`config.mk`:
```
export PLATFORM = sky130hd
export DESIGN_NAME = pic_ctl
export DESIGN_NICKNAME = d
export VERILOG_FILES = /design/src/rtl/pic_pkg.sv /design/src/rtl/pic_regif.sv /design/src/rtl/pic_request.sv /design/src/rtl/pic_service.sv /design/src/rtl/pic_ctl.sv
export SDC_FILE = /design/constraint.sdc
export NUM_CORES = 1
export LEC_CHECK = 0
export BUFFER_PORTS_ARGS = -buffer_cell sky130_fd_sc_hd__buf_4
export CAP_MARGIN = 20
export CORE_UTILIZATION = 60
export DETAILED_ROUTE_END_ITERATION = 16
export GPL_ROUTABILITY_DRIVEN = 0
export MAX_ROUTING_LAYER = met4
export PLACE_DENSITY_LB_ADDON = 0.15
export SYNTH_ARGS = -nofsm -noshare
export SYNTH_HDL_FRONTEND = slang
export SYNTH_HIERARCHICAL = 1
export SYNTH_SLANG_ARGS = --single-unit
```
`constraint.sdc`:
```
create_clock -name clk -period 7.65 [get_ports clk]
set_input_delay 1.53 -clock clk [delete_from_list [all_inputs] [get_ports clk]]
set_output_delay 1.53 -clock clk [all_outputs]
set_load 0.02 [all_outputs]
```
`src/rtl/pic_pkg.sv`:
```
package pic_pkg;
    localparam int NUM_LINES = 8;
    localparam int LVL_W     = $clog2(NUM_LINES);
    localparam int BYTE_W    = 8;

    localparam logic [7:0] CMD_INIT    = 8'h11;
    localparam logic [7:0] CMD_RD_REQ  = 8'h0A;
    localparam logic [7:0] CMD_RD_SVC  = 8'h0B;
    localparam logic [4:0] CMD_EOI_TOP = 5'b01100;
    localparam int         MODE_AUTO_BIT = 1;

    localparam logic [1:0] A_CMD  = 2'd0;
    localparam logic [1:0] A_DATA = 2'd1;
    localparam logic [1:0] A_TRIG = 2'd2;
    localparam logic [1:0] A_CASC = 2'd3;

    typedef enum logic [2:0] {
        ST_UNINIT,
        ST_WBASE,
        ST_WCASC,
        ST_WMODE,
        ST_READY
    } setup_st_e;

    typedef struct packed {
        logic [BYTE_W-1:0]    base;
        logic [BYTE_W-1:0]    casc;
        logic                 auto_eoi;
        logic                 rd_svc;
        logic [NUM_LINES-1:0] mask;
        logic [NUM_LINES-1:0] trig;
        logic                 ready;
    } cfg_t;

    typedef struct packed {
        logic             hit;
        logic [LVL_W-1:0] lvl;
    } pick_t;

    // Lowest set index wins (index 0 is the highest priority).
    function automatic pick_t pick_top(input logic [NUM_LINES-1:0] v);
        pick_t p;
        p.hit = 1'b0;
        p.lvl = '0;
        for (int i = NUM_LINES - 1; i >= 0; i--) begin
            if (v[i]) begin
                p.hit = 1'b1;
                p.lvl = LVL_W'(i);
            end
        end
        return p;
    endfunction

    // Lines strictly above the highest-priority in-service level.
    function automatic logic [NUM_LINES-1:0] above_svc(input logic [NUM_LINES-1:0] svc);
        logic [NUM_LINES-1:0] low;
        low = svc & (~svc + 1'b1);
        return low - 1'b1;
    endfunction
endpackage

```
`src/rtl/pic_regif.sv`:
```
module pic_regif
    import pic_pkg::*;
(
    input  logic                  clk,
    input  logic                  rst,
    input  logic                  wr_en,
    input  logic [1:0]            addr,
    input  logic [BYTE_W-1:0]     wdata,
    output cfg_t                  cfg,
    output logic                  eoi_valid,
    output logic [LVL_W-1:0]      eoi_lvl,
    output logic                  init_start
);
    setup_st_e st;
    logic      cmd_wr;
    logic      dat_wr;

    assign cmd_wr     = wr_en && (addr == A_CMD);
    assign dat_wr     = wr_en && (addr == A_DATA);
    assign init_start = cmd_wr && (wdata == CMD_INIT);
    assign eoi_valid  = cmd_wr && (wdata[7:3] == CMD_EOI_TOP);
    assign eoi_lvl    = wdata[LVL_W-1:0];
    assign cfg.ready  = (st == ST_READY);

    always_ff @(posedge clk) begin
        if (rst) begin
            st           <= ST_UNINIT;
            cfg.base     <= '0;
            cfg.casc     <= '0;
            cfg.auto_eoi <= 1'b0;
            cfg.rd_svc   <= 1'b0;
            cfg.mask     <= '1;
            cfg.trig     <= '0;
        end else begin
            if (init_start) begin
                st <= ST_WBASE;
            end else if (cmd_wr && wdata == CMD_RD_REQ) begin
                cfg.rd_svc <= 1'b0;
            end else if (cmd_wr && wdata == CMD_RD_SVC) begin
                cfg.rd_svc <= 1'b1;
            end
            if (dat_wr) begin
                unique case (st)
                    ST_WBASE: begin
                        cfg.base <= wdata;
                        st       <= ST_WCASC;
                    end
                    ST_WCASC: begin
                        cfg.casc <= wdata;
                        st       <= ST_WMODE;
                    end
                    ST_WMODE: begin
                        cfg.auto_eoi <= wdata[MODE_AUTO_BIT];
                        st           <= ST_READY;
                    end
                    default: cfg.mask <= wdata[NUM_LINES-1:0];
                endcase
            end
            if (wr_en && addr == A_TRIG) begin
                cfg.trig <= wdata[NUM_LINES-1:0];
            end
        end
    end

    AST_SETUP_ORDER: assert property (@(posedge clk) disable iff (rst)
        (st == ST_WMODE && dat_wr && !init_start) |=> cfg.ready)
        else $error("setup did not complete after mode word");
endmodule

```
`src/rtl/pic_request.sv`:
```
module pic_request
    import pic_pkg::*;
(
    input  logic                 clk,
    input  logic                 rst,
    input  logic [NUM_LINES-1:0] irq_in,
    input  logic [NUM_LINES-1:0] trig,
    input  logic                 clr_valid,
    input  logic [LVL_W-1:0]     clr_lvl,
    output logic [NUM_LINES-1:0] irr
);
    logic [NUM_LINES-1:0] prev;
    logic [NUM_LINES-1:0] edge_req;
    logic [NUM_LINES-1:0] clr_vec;

    always_comb begin
        clr_vec = '0;
        if (clr_valid) clr_vec[clr_lvl] = 1'b1;
    end

    always_ff @(posedge clk) begin
        if (rst) begin
            prev     <= '0;
            edge_req <= '0;
        end else begin
            prev     <= irq_in;
            edge_req <= (edge_req & ~clr_vec) | (irq_in & ~prev);
        end
    end

    generate
        for (genvar g = 0; g < NUM_LINES; g++) begin : g_line
            assign irr[g] = trig[g] ? irq_in[g] : edge_req[g];
        end
    endgenerate

    AST_EDGE_LATCH: assert property (@(posedge clk) disable iff (rst)
        (irq_in[0] && !prev[0] && !trig[0]) |=> edge_req[0])
        else $error("rising edge not latched");
endmodule

```
`src/rtl/pic_service.sv`:
```
module pic_service
    import pic_pkg::*;
(
    input  logic                 clk,
    input  logic                 rst,
    input  cfg_t                 cfg,
    input  logic [NUM_LINES-1:0] irr,
    input  logic                 ack,
    input  logic                 eoi_valid,
    input  logic [LVL_W-1:0]     eoi_lvl,
    input  logic                 init_start,
    output logic [NUM_LINES-1:0] isr,
    output logic                 int_out,
    output logic [BYTE_W-1:0]    vector,
    output logic                 vec_valid,
    output logic                 clr_valid,
    output logic [LVL_W-1:0]     clr_lvl
);
    logic [NUM_LINES-1:0] eligible;
    pick_t                win;
    logic [NUM_LINES-1:0] set_vec;
    logic [NUM_LINES-1:0] eoi_vec;

    assign eligible  = cfg.ready ? (irr & ~cfg.mask & above_svc(isr)) : '0;
    assign win       = pick_top(eligible);
    assign int_out   = |eligible;
    assign clr_valid = ack && win.hit;
    assign clr_lvl   = win.lvl;

    always_comb begin
        set_vec = '0;
        eoi_vec = '0;
        if (ack && win.hit && !cfg.auto_eoi) set_vec[win.lvl] = 1'b1;
        if (eoi_valid) eoi_vec[eoi_lvl] = 1'b1;
    end

    always_ff @(posedge clk) begin
        if (rst) begin
            isr       <= '0;
            vector    <= '0;
            vec_valid <= 1'b0;
        end else begin
            if (init_start) isr <= '0;
            else            isr <= (isr & ~eoi_vec) | set_vec;
            vec_valid <= ack;
            if (ack) begin
                vector <= cfg.base + (win.hit ? BYTE_W'(win.lvl) : BYTE_W'(NUM_LINES - 1));
            end
        end
    end

    AST_EOI_CLEARS: assert property (@(posedge clk) disable iff (rst)
        (eoi_valid && !ack) |=> !isr[$past(eoi_lvl)])
        else $error("EOI left bit set");
    AST_ISR_SET: assert property (@(posedge clk) disable iff (rst)
        (ack && win.hit && !cfg.auto_eoi && !eoi_valid && !init_start) |=> isr[$past(win.lvl)])
        else $error("in-service bit not set at acknowledge");
    AST_AUTO_EOI: assert property (@(posedge clk) disable iff (rst)
        (ack && cfg.auto_eoi && !eoi_valid && !init_start) |=> $stable(isr))
        else $error("auto EOI changed in-service register");
    AST_SPURIOUS: assert property (@(posedge clk) disable iff (rst)
        (ack && !win.hit && !eoi_valid && !init_start) |=> $stable(isr))
        else $error("spurious acknowledge changed in-service register");
endmodule

```
`src/rtl/pic_ctl.sv`:
```
module pic_ctl
    import pic_pkg::*;
(
    input  logic        clk,
    input  logic        rst,
    input  logic        wr_en,
    input  logic [1:0]  addr,
    input  logic [7:0]  wdata,
    output logic [7:0]  rdata,
    input  logic [7:0]  irq_in,
    input  logic        ack,
    output logic        int_out,
    output logic [7:0]  vector,
    output logic        vec_valid
);
    cfg_t                 cfg;
    logic                 eoi_valid;
    logic [LVL_W-1:0]     eoi_lvl;
    logic                 init_start;
    logic [NUM_LINES-1:0] irr;
    logic [NUM_LINES-1:0] isr;
    logic                 clr_valid;
    logic [LVL_W-1:0]     clr_lvl;

    pic_regif u_regif (
        .clk(clk), .rst(rst), .wr_en(wr_en), .addr(addr), .wdata(wdata),
        .cfg(cfg), .eoi_valid(eoi_valid), .eoi_lvl(eoi_lvl), .init_start(init_start)
    );

    pic_request u_request (
        .clk(clk), .rst(rst), .irq_in(irq_in), .trig(cfg.trig),
        .clr_valid(clr_valid), .clr_lvl(clr_lvl), .irr(irr)
    );

    pic_service u_service (
        .clk(clk), .rst(rst), .cfg(cfg), .irr(irr), .ack(ack),
        .eoi_valid(eoi_valid), .eoi_lvl(eoi_lvl), .init_start(init_start),
        .isr(isr), .int_out(int_out), .vector(vector), .vec_valid(vec_valid),
        .clr_valid(clr_valid), .clr_lvl(clr_lvl)
    );

    always_comb begin
        unique case (addr)
            A_CMD:   rdata = cfg.rd_svc ? isr : irr;
            A_DATA:  rdata = cfg.mask;
            A_TRIG:  rdata = cfg.trig;
            default: rdata = cfg.casc;
        endcase
    end

    AST_NO_INT_UNINIT: assert property (@(posedge clk) disable iff (rst)
        !cfg.ready |-> !int_out)
        else $error("interrupt before setup");
    AST_MASK_ALL: assert property (@(posedge clk) disable iff (rst)
        (cfg.mask == '1) |-> !int_out)
        else $error("interrupt with all lines masked");
    AST_VEC_AFTER_ACK: assert property (@(posedge clk) disable iff (rst)
        ack |=> vec_valid)
        else $error("vector not valid after acknowledge");
endmodule

```
==> flow_metrics.tcl, run 1 <==
set metrics [dict create \
    outcome "finished, final reports clean" \
    fraction_of_the_mapped_netlist_area_in_simple_logic_gates_pct 25.3 \
    max_freq_mhz 215 \
    cts_buffers 9 \
    fin_skew_ps 7.82 \
    critical_path.startpoint_type "input pin" \
    yosys-top-cells-area "sky130_fd_sc_hd__dfxtp_1 38%, sky130_fd_sc_hd__mux2i_1 7.8%, sky130_fd_sc_hd__nand2b_1 4.9%" \
    residual_overflow_from_global_routing 0 \
    placed_cells 455 \
    hold_path.class "flop to flop" \
    tightest_pin_transition_ps 1020 \
    synth_top_cell_by_area "sky130_fd_sc_hd__dfxtp_1" \
    setup.worst_path.end_class "primary output" \
    drt_first_iter_violations 372 \
    setup_viol_count_final 0 \
    power_switching_share_pct 25.1 \
    insertedDiodeCount 0 \
    setup.worst_path.class "input pin to primary output" \
    synth-main-ff-cell "sky130_fd_sc_hd__dfxtp_1" \
    layout-drive-gt1-share_pct 24.6 \
    vias_in_the_first_global_route 2682 \
    synth.yosys.seq_area_share_pct 37.7 \
    antenna_left 0 \
    postSynthAreaPerCell_um2 10.3 \
    max-clock-path-buffers 2 \
    maximum_number_of_pins_on_one_net_before_global_route_repair 75 \
    start_util_pct 62.3 \
    top_level_ports 40 \
    die_extent_in_x_um 80.7 \
    port-buffer-count 39 \
    netSwitchingPower_uw 191 \
    largest_family_of_logic_cells_by_synthesized_area "simple AND/OR/NAND/NOR gates" \
    timing.final.ws_setup_ps 2990 \
    internal-power_uw 568 \
    drv_slew 0 \
    core_box_area_um2 5960 \
    timing.critical_path.fanout_max 4 \
    clock_transition_at_the_registers_of_the_reported_paths_ps 70 \
    rsz0062_at_grt "false" \
    synthMuxAreaShare_pct 18.3 \
    max-vdd-ir-drop_v 0.000153 \
    drt_wl_total_um 9040 \
    stdcell_count 469 \
    synthesis.nets 385 \
    finish.net_count 417 \
    comb_power_share_pct 13.0 \
    post-route-period-util_pct 60.9 \
    grt_use_total_pct 30.5 \
    synth_enable_flop_cells 0 \
    synth-compound-area-share_pct 12.7 \
    synth_xor_area_share_pct 1.18 \
    critPathArrivalTime_ps 3130 \
    numClockSinks 70 \
    clk-insertion-delay-late_ps 350 \
    top_metal_layer_carrying_routed_signals "met4" \
    synth_cells 359 \
    grt_antenna_before_repair 0 \
    met2_wirelength_um 4080 \
    synth_top_area_share_pct 37.7 \
    maxCapViolations 0 \
    htreeDepth 3 \
    die-height_um 80.7 \
    cell_area_power_density_nw_per_um2 182 \
    floorplan.die_area_um2 6510 \
    cts_hold_repair.buffers 0 \
    first_pass_grt_wire_length_um 14100 \
    synth_warnings 6 \
    post-route-drc-count 0 \
    p_leak_uw 0.00166 \
    ys_async_sr_fraction_pct 0 \
    synth_seq_cells 70 \
    post_drt_wl_per_cell_um 19.3 \
    power.share.clock_pct 36.2 \
    timing.final.hold_violations 0 \
    synth_fa_ha_area_share_pct 1.55 \
    avgViaCountPerCell 6.40 \
    syn_to_final_growth_pct 12.5 \
    required_ps 6120 \
    cts_resized 0 \
    post_synth_instance_area_um2 3710 \
    wirelength_met1_um 4100 \
    detailedRoute.firstPassIterationCount 5 \
    num_rows 28 \
    layout_min_cycle_time_ps 4660 \
    postCtsSetupRepairBufs 0 \
    place_hpwl_um 6420 \
    root_buffer "sky130_fd_sc_hd__clkbuf_8" \
    place_ws_ps 3010 \
    vias 3001 \
    met3RoutedLength_um 698 \
    yosysUniqueCellTypes 70 \
    post-synth-top-count-cell "sky130_fd_sc_hd__dfxtp_1" \
    fin_setup_tns_ps 0 \
    power_frac_seq_pct 50.8 \
    slew_headroom_pct 31.3 \
    synth_commonest_cells "70 x sky130_fd_sc_hd__dfxtp_1, 29 x sky130_fd_sc_hd__mux2i_1, 29 x sky130_fd_sc_hd__nand2b_1" \
    cts_tree "yes" \
]
flip-flops by register name, indices dropped and copies added (netlist names):
register             flops
u_request/edge_req       8
u_service/vec_valid      1
u_regif/cfg             34
u_request/prev           8
u_service/vector         8
u_regif/st               3
u_service/isr            8
metal layers:
| metal | vias to the layer above | global-route usage, % |
|---|---|---|
| met5 | - | - |
| met4 | 0 | 10.2 |
| met3 | 23 | 6.02 |
| met2 | 131 | 44.4 |
| met1 | 1438 | 42.2 |
| li1 | 1409 | - |
worst paths after layout:
path                                 startpoint                  end  slack [ps]  cells after the start
worst max-delay path                  irq_in[3]              int_out        2990                      7
worst min-delay path            u_regif/cfg[18]      u_regif/cfg[18]         480                      2
worst max register to register    u_regif/st[0]  u_service/vector[7]        4110                     13
worst min register to register  u_regif/cfg[18]      u_regif/cfg[18]         480                      2
power groups by stage:
stage | Clock [uW] | Sequential [uW] | Combinational [uW]
after floorplan | 0 | 393 | 62.4
final | 275 | 385 | 98.2
after CTS | 277 | 385 | 97.5
after global placement | 0 | 393 | 95.6
after detailed placement | 0 | 393 | 97.0
after global routing | 293 | 386 | 105
critical path: stages:
cell                      delay [ps]
sky130_fd_sc_hd__buf_4           110
sky130_fd_sc_hd__mux2_2          280
sky130_fd_sc_hd__nor3b_1         160
sky130_fd_sc_hd__o21ai_1         280
sky130_fd_sc_hd__nor3b_1         410
sky130_fd_sc_hd__nand2_1         170
sky130_fd_sc_hd__buf_4           190
cell usage in the layout (no fill, tap or decap), drive strengths merged, types with 4 or more instances in the layout:
cell type,Yosys,final
a211o,9,9
a211oi,5,5
a21oi,7,7
a31o,8,8
a32o,4,4
and3,9,9
buf,9,39
clkbuf,9,13
dfxtp,70,70
inv,6,6
mux2,16,16
mux2i,29,29
mux4,8,8
nand2,11,11
nand2b,29,29
nand3,6,6
nand4,4,4
nand4bb,5,5
nor2,19,19
nor2b,18,18
nor3b,12,12
nor4,4,4
o21ai,9,9
xnor2,4,4
layout make-up:
| cell class | instances | area (um2) |
|---|---|---|
| Timing Repair Buffer | 39 | 293 |
| Inverter | 6 | 22.5 |
| Sequential cell | 70 | 1400 |
| Fill cell | 493 | 1780 |
| Clock buffer | 13 | 169 |
| Tap cell | 75 | 93.8 |
| Multi-Input combinational cell | 265 | 2190 |
| Clock inverter | 1 | 5.00 |
per-stage QoR:
stage	hold WS [ps]	area, um2	total power, uW	util, %
2_1_floorplan	445	3710	456	-
6_report	484	4180	758	70.1
3_3_place_gp	455	4000	488	67.2
4_1_cts	489	4180	759	70.1
5_1_grt	507	4180	784	70.1
3_5_place_dp	472	4000	490	67.2
cell families after synthesis:
group	count (synthesis)
AO/OA/AOI/OAI	61
multiplexers	53
adder cells (fa/ha/maj)	4
buffers and inverters	24
AND/OR/NAND/NOR	142
flip-flops	70
XOR/XNOR	5
(Power assumes the default switching activity.)
==> inputs of run 2 (changes only) <==
CORE_UTILIZATION = 59   (was 60)
clock period = 4.41 ns   (was 7.65 ns; I/O delays follow)
==> run 2 against run 1 <==
Non-clock buffer count unchanged. Power increased by 84%. Hold slack better by 2.1 ps. Combinational power up 72%. Sequential share of layout area fell by 0.32 points.
==> flow_metrics.tcl, run 2 (synthesis gave the netlist of run 1 again) <==
set metrics [dict create \
    drt_wl_total_um 8810 \
    slew_headroom_pct 41.3 \
    grt_use_total_pct 29.8 \
    root_buffer "sky130_fd_sc_hd__clkbuf_8" \
    critPathSlowestCell "sky130_fd_sc_hd__nor3b_1" \
    largest_reg_flops 34 \
    numClockSinks 70 \
    residual_overflow_from_global_routing 0 \
    fill_cells 476 \
    timing.critical_path.buf_inv 1 \
    antenna_left 0 \
    post-route-drc-count 0 \
    postCtsSetupRepairBufs 0 \
    place_hpwl_um 6350 \
    critical_path.max_stage_delay_ps 480 \
    tightest_pin_transition_ps 869 \
    registers.top_by_ff_count "u_regif/cfg" \
    grt_antenna_before_repair 0 \
    fin_setup_tns_ps 0 \
    rsz0062_at_grt "false" \
    layout-drive-gt1-share_pct 25.0 \
    top_level_ports 40 \
    r2r_cells 14 \
    cts_resized 0 \
    stdcell_count 471 \
    timing.critical_path.fanout_max 5 \
    timing.final.hold_violations 0 \
    maximum_number_of_pins_on_one_net_before_global_route_repair 75 \
    drv_slew 0 \
    clock_transition_at_the_registers_of_the_reported_paths_ps 80 \
    syn_to_final_growth_pct 13.5 \
    core_box_area_um2 5990 \
    hold_path.class "flop to flop" \
    cell_area_power_density_nw_per_um2 331 \
    vias 2976 \
    max_freq_mhz 281 \
    crit_family "simple AND/OR/NAND/NOR gates" \
    critPathArrivalTime_ps 3810 \
    mostFrequentLayoutCell "sky130_fd_sc_hd__dfxtp_1" \
    num_rows 28 \
    layout_min_cycle_time_ps 3560 \
    max-clock-path-buffers 2 \
    setup.worst_path.end_class "flop" \
    floorplan.die_area_um2 6610 \
    required_ps 4670 \
    r2r-end "u_service/vector[6]" \
    placed_cells 455 \
    setup_viol_count_final 0 \
    worst_reg2reg_setup_slack_ps 850 \
    cts_buffers 9 \
    setup.worst_path.class "flop to flop" \
    layout_common_cells "70 x sky130_fd_sc_hd__dfxtp_1, 39 x sky130_fd_sc_hd__buf_4, 29 x sky130_fd_sc_hd__nand2b_1, 29 x sky130_fd_sc_hd__mux2i_1, 19 x sky130_fd_sc_hd__nor2_1" \
    insertedDiodeCount 0 \
    fin_skew_ps 8.73 \
    port-buffer-count 39 \
    worstPathCellList "inv_2 > and3_1 > or3b_1 > nor3b_1 > a221oi_1 > a311o_1 > nand2_1 > ha_1 > fa_1 > a21oi_1 > nor2b_1 > nand3_1 > xor2_1 > a211oi_1" \
    max-vdd-ir-drop_v 0.000219 \
    critical_path.startpoint_type "flop" \
    p_leak_uw 0.00168 \
    min_delay_path_depth 1 \
    drt_first_iter_violations 262 \
    post-route-period-util_pct 80.6 \
    cts_hold_repair.buffers 0 \
    die_extent_in_x_um 81.3 \
    clk-insertion-delay-late_ps 350 \
    avgViaCountPerCell 6.32 \
    htreeDepth 3 \
    hold_path_end "u_request/edge_req[2]" \
    detailedRoute.firstPassIterationCount 5 \
    maxCapViolations 0 \
    outcome "finished, final reports clean" \
    start_util_pct 62.0 \
    finish.net_count 417 \
    cts_tree "yes" \
    first_pass_grt_wire_length_um 14000 \
    vias_in_the_first_global_route 2796 \
    post_drt_wl_per_cell_um 18.7 \
    holdCritStartpoint "u_request/edge_req[2]" \
    worst_r2r_startpoint "u_regif/st[0]" \
    die-height_um 81.3 \
]
## run 2: cell types whose count changed in the layout (fill, tap and decap cells not counted), sizes merged
cell / change
bufinv: +2
clkbuf: -3
clkinv: +2
clkinvlp: +1
## run 2: cell type report
cell class / instances / area, um2 / area share, %
clock inverters: 6 / 86.3 / 2.05
clock buffers: 10 / 128 / 3.03
multi-input cells: 265 / 2190 / 52.0
flip-flops and latches: 70 / 1400 / 33.2
inverters: 6 / 22.5 / 0.534
well taps: 75 / 93.8 / 2.23
repair buffers: 39 / 293 / 6.95
## run 2: where the power goes
part           switching, uW  total (uW)  internal (uW)
Clock                    241         558            317
Sequential              14.1         668            654
Combinational           82.5         169           86.9
## run 2: layer usage
layer	track usage [%]	part of all wire [%]	vias up
met4	11.3	1.7	0
met5	-	0	-
li1	-	-	1410
met2	45.0	46	123
met1	39.4	45	1426
met3	5.51	7.3	17
## run 2: worst max path at each step
| stage | to | from | slack (ps) | cells past startpoint |
|---|---|---|---|---|
| 5_1_grt | u_service/vector[6] | u_regif/st[0] | 650 | 14 |
| 2_1_floorplan | u_service/vector[6] | irq_in[4] | 1070 | 13 |
| 4_1_cts | u_service/vector[7] | u_regif/st[0] | 910 | 13 |
| 6_report | u_service/vector[6] | u_regif/st[0] | 850 | 14 |
| 3_3_place_gp | u_service/vector[6] | irq_in[4] | 750 | 14 |
| 3_5_place_dp | u_service/vector[6] | irq_in[4] | 650 | 14 |
## run 2: metrics by stage
stage | total power (uW) | utilization, % | hold slack (ps) | instance area (um2) | setup WS (ps)
2_1_floorplan | 791 | - | 445 | 3710 | 1070
3_3_place_gp | 848 | 66.8 | 462 | 4000 | 753
3_5_place_dp | 850 | 66.8 | 472 | 4000 | 646
4_1_cts | 1410 | 70.4 | 489 | 4220 | 906
5_1_grt | 1450 | 70.4 | 503 | 4220 | 651
6_report | 1400 | 70.4 | 487 | 4220 | 854
## run 2: worst reg2reg max path: cells and delay by family (launching register included)
| kind | cells | cell delay, ps |
|---|---|---|
| simple gates | 6 | 1630 |
| compound gates | 4 | 800 |
| fa+ha+maj | 2 | 400 |
| flops | 1 | 370 |
| xor+xnor | 1 | 150 |
| buf+inv | 1 | 130 |
==> inputs of run 3 (changes only) <==
ABC_AREA = 1   (was unset)
CORE_UTILIZATION = 54   (was 59)
clock period = 3.1 ns   (was 4.41 ns; I/O delays follow)
==> run 3 against run 2 <==
Global-route usage down 1.9 points. Clock power rose by 20%. Synthesized area up 10%. Power up 34%. Register-to-register slack worse by 510 ps. Critical endpoint unchanged. Clock skew grew 1.2 ps. Largest power group unchanged. Highest routed layer unchanged. Synthesized cell count is 62% higher. Critical path type unchanged. Maximum frequency is 29% higher.
==> flow_metrics.tcl, run 3 <==
set metrics [dict create \
    outcome "finished, final reports clean" \
    clock_transition_at_the_registers_of_the_reported_paths_ps 90 \
    slew_headroom_pct 45.1 \
    num_rows 31 \
    post_route_total_power_uw 1870 \
    min_delay_path_depth 3 \
    fin_skew_ps 9.89 \
    postSynthAreaPerCell_um2 7.05 \
    htreeDepth 3 \
    layout_common_cells "134 x sky130_fd_sc_hd__nand2_1, 87 x sky130_fd_sc_hd__inv_1, 70 x sky130_fd_sc_hd__dfxtp_1" \
    hold_path.class "flop to flop" \
    synthMuxAreaShare_pct 0 \
    area_of_the_multi_input_gates_um2 2130 \
    top_level_ports 40 \
    postCtsSetupRepairBufs 0 \
    cp-startpoint "u_regif/st[2]" \
    synth_seq_cells 70 \
    stdcell_count 718 \
    drv_slew 0 \
    synth.yosys.seq_area_share_pct 34.3 \
    port-buffer-count 39 \
    mostFrequentLayoutCell "sky130_fd_sc_hd__nand2_1" \
    clk-insertion-delay-late_ps 360 \
    detailedRoute.firstPassIterationCount 5 \
    synth_warnings 6 \
    maximum_number_of_pins_on_one_net_before_global_route_repair 36 \
    floorplan.die_area_um2 7930 \
    post-route-period-util_pct 88.8 \
    synth_fa_ha_area_share_pct 1.41 \
    place_ws_ps 136 \
    cell_area_power_density_nw_per_um2 412 \
    fraction_of_the_mapped_netlist_area_in_simple_logic_gates_pct 36.0 \
    synth_enable_flop_cells 0 \
    vias 3697 \
    finish.net_count 640 \
    cts_buffers 9 \
    post_drt_wl_per_cell_um 14.0 \
    cts_resized 0 \
    required_ps 3350 \
    synthesis.nets 606 \
    core_box_area_um2 7290 \
    syn_to_final_growth_pct 11.0 \
    cts_tree "yes" \
    numClockSinks 70 \
    fill_cells 746 \
    ys_async_sr_fraction_pct 0 \
    r2r_cells 22 \
    largest_family_of_logic_cells_by_synthesized_area "simple AND/OR/NAND/NOR gates" \
    placed_cells 702 \
    cts_hold_repair.buffers 0 \
    synth-compound-area-share_pct 13.9 \
    insertedDiodeCount 0 \
    synth_top_area_share_pct 34.3 \
    rsz0062_at_grt "false" \
    r2r-end "u_service/vector[6]" \
    max-clock-path-buffers 2 \
    p_leak_uw 0.00216 \
    registers.top_by_ff_count "u_regif/cfg" \
    drt_first_iter_violations 280 \
    drt_wl_total_um 10100 \
    worst_reg2reg_setup_slack_ps 350 \
    layout-drive-gt1-share_pct 23.1 \
    worst_r2r_startpoint "u_regif/st[2]" \
    yosys-top-cells-area "sky130_fd_sc_hd__dfxtp_1 34%, sky130_fd_sc_hd__nand2_1 12%, sky130_fd_sc_hd__inv_1 8.0%" \
    setup_viol_count_final 0 \
    grt_antenna_before_repair 0 \
    fin_setup_tns_ps 0 \
    synth_commonest_cells "134 x sky130_fd_sc_hd__nand2_1, 87 x sky130_fd_sc_hd__inv_1, 70 x sky130_fd_sc_hd__dfxtp_1" \
    post_synth_instance_area_um2 4090 \
    synth_cells 580 \
    residual_overflow_from_global_routing 0 \
    grt_use_total_pct 27.9 \
    post-synth-top-count-cell "sky130_fd_sc_hd__nand2_1" \
    die_extent_in_x_um 89.0 \
    max-vdd-ir-drop_v 0.000313 \
    postLayoutCoreUtil_pct 62.2 \
    timing.critical_path.fanout_max 5 \
    die-height_um 89.0 \
    maxCapViolations 0 \
    start_util_pct 56.1 \
    largest_reg_flops 34 \
    avgViaCountPerCell 5.15 \
    setup.worst_path.class "flop to flop" \
    hold_path_end "u_request/edge_req[3]" \
    post-route-drc-count 0 \
    antenna_left 0 \
    max_freq_mhz 363 \
    layout_min_cycle_time_ps 2750 \
    yosysUniqueCellTypes 39 \
    setup.worst_path.end_class "flop" \
    area.sequential_um2 1400 \
    synth-main-ff-cell "sky130_fd_sc_hd__dfxtp_1" \
    synth_xor_area_share_pct 0.857 \
    critPathArrivalTime_ps 3000 \
    tightest_pin_transition_ps 823 \
    timing.final.ws_setup_ps 346 \
    critical_path.startpoint_type "flop" \
    timing.final.hold_violations 0 \
    vias_in_the_first_global_route 3267 \
    place_hpwl_um 7580 \
    holdCritStartpoint "u_request/prev[3]" \
    synth_top_cell_by_area "sky130_fd_sc_hd__dfxtp_1" \
    first_pass_grt_wire_length_um 15900 \
    root_buffer "sky130_fd_sc_hd__clkbuf_8" \
]
[run 3: final cells by class]
class	instances	area share, %
sequential	70	30.9
multi-input combinational	389	47.0
timing repair buffer	40	6.62
inverter	104	8.91
tap	99	2.73
clock inverter	7	1.10
clock buffer	9	2.73
[run 3: kinds of logic (layout without fill, tap and decap cells)]
logic type / after synthesis / count (layout)
AO/OA/AOI/OAI: 92 / 92
adder cells (fa/ha/maj): 4 / 4
AND/OR/NAND/NOR: 289 / 289
XOR/XNOR: 4 / 4
flip-flops: 70 / 70
buffers and inverters: 121 / 160
[run 3: worst max path at each step]
stage                               end  slack [ps]
finish              u_service/vector[6]         350
global route        u_service/vector[4]          40
CTS                 u_service/vector[6]         350
detailed placement  u_service/vector[6]         140
global placement    u_service/vector[6]         210
floorplan           u_service/vector[6]         450
[run 3: critical path, stage by stage (launching register included)]
cell and delay, ps:
sky130_fd_sc_hd__dfxtp_1 360, sky130_fd_sc_hd__inv_2 70, sky130_fd_sc_hd__nor3_1 130, sky130_fd_sc_hd__buf_4 180, sky130_fd_sc_hd__inv_2 70, sky130_fd_sc_hd__nor2_2 70
sky130_fd_sc_hd__nand2_1 80, sky130_fd_sc_hd__nand3_1 90, sky130_fd_sc_hd__inv_1 40, sky130_fd_sc_hd__nand2_1 50, sky130_fd_sc_hd__nand2_1 40, sky130_fd_sc_hd__nand2_1 90
sky130_fd_sc_hd__nand2_1 60, sky130_fd_sc_hd__nand2_1 110, sky130_fd_sc_hd__nand2_1 80, sky130_fd_sc_hd__ha_1 220, sky130_fd_sc_hd__fa_1 410, sky130_fd_sc_hd__nand2_1 90
sky130_fd_sc_hd__nand2_1 60, sky130_fd_sc_hd__nand4_1 90, sky130_fd_sc_hd__nor2_1 50, sky130_fd_sc_hd__o221ai_1 150, sky130_fd_sc_hd__inv_1 50
[run 3: layer usage]
metal | vias up | track usage, % | part of all wire, %
li1 | 1902 | - | -
met1 | 1661 | 35.5 | 46
met2 | 119 | 44.0 | 46
met3 | 15 | 5.72 | 6.2
met4 | 0 | 9.96 | 1.7
met5 | - | - | 0
[run 3: stage by stage]
step | hold slack, ps | instance area (um2)
after floorplan | 429 | 4090
after global placement | 439 | 4360
after detailed placement | 441 | 4360
after CTS | 461 | 4540
after global routing | 492 | 4540
final | 458 | 4540
[run 3: power breakdown]
| part | switching, uW | internal [uW] | total [uW] |
|---|---|---|---|
| clock | 378 | 291 | 669 |
| sequential | 19.7 | 930 | 950 |
| combinational | 159 | 90.7 | 250 |
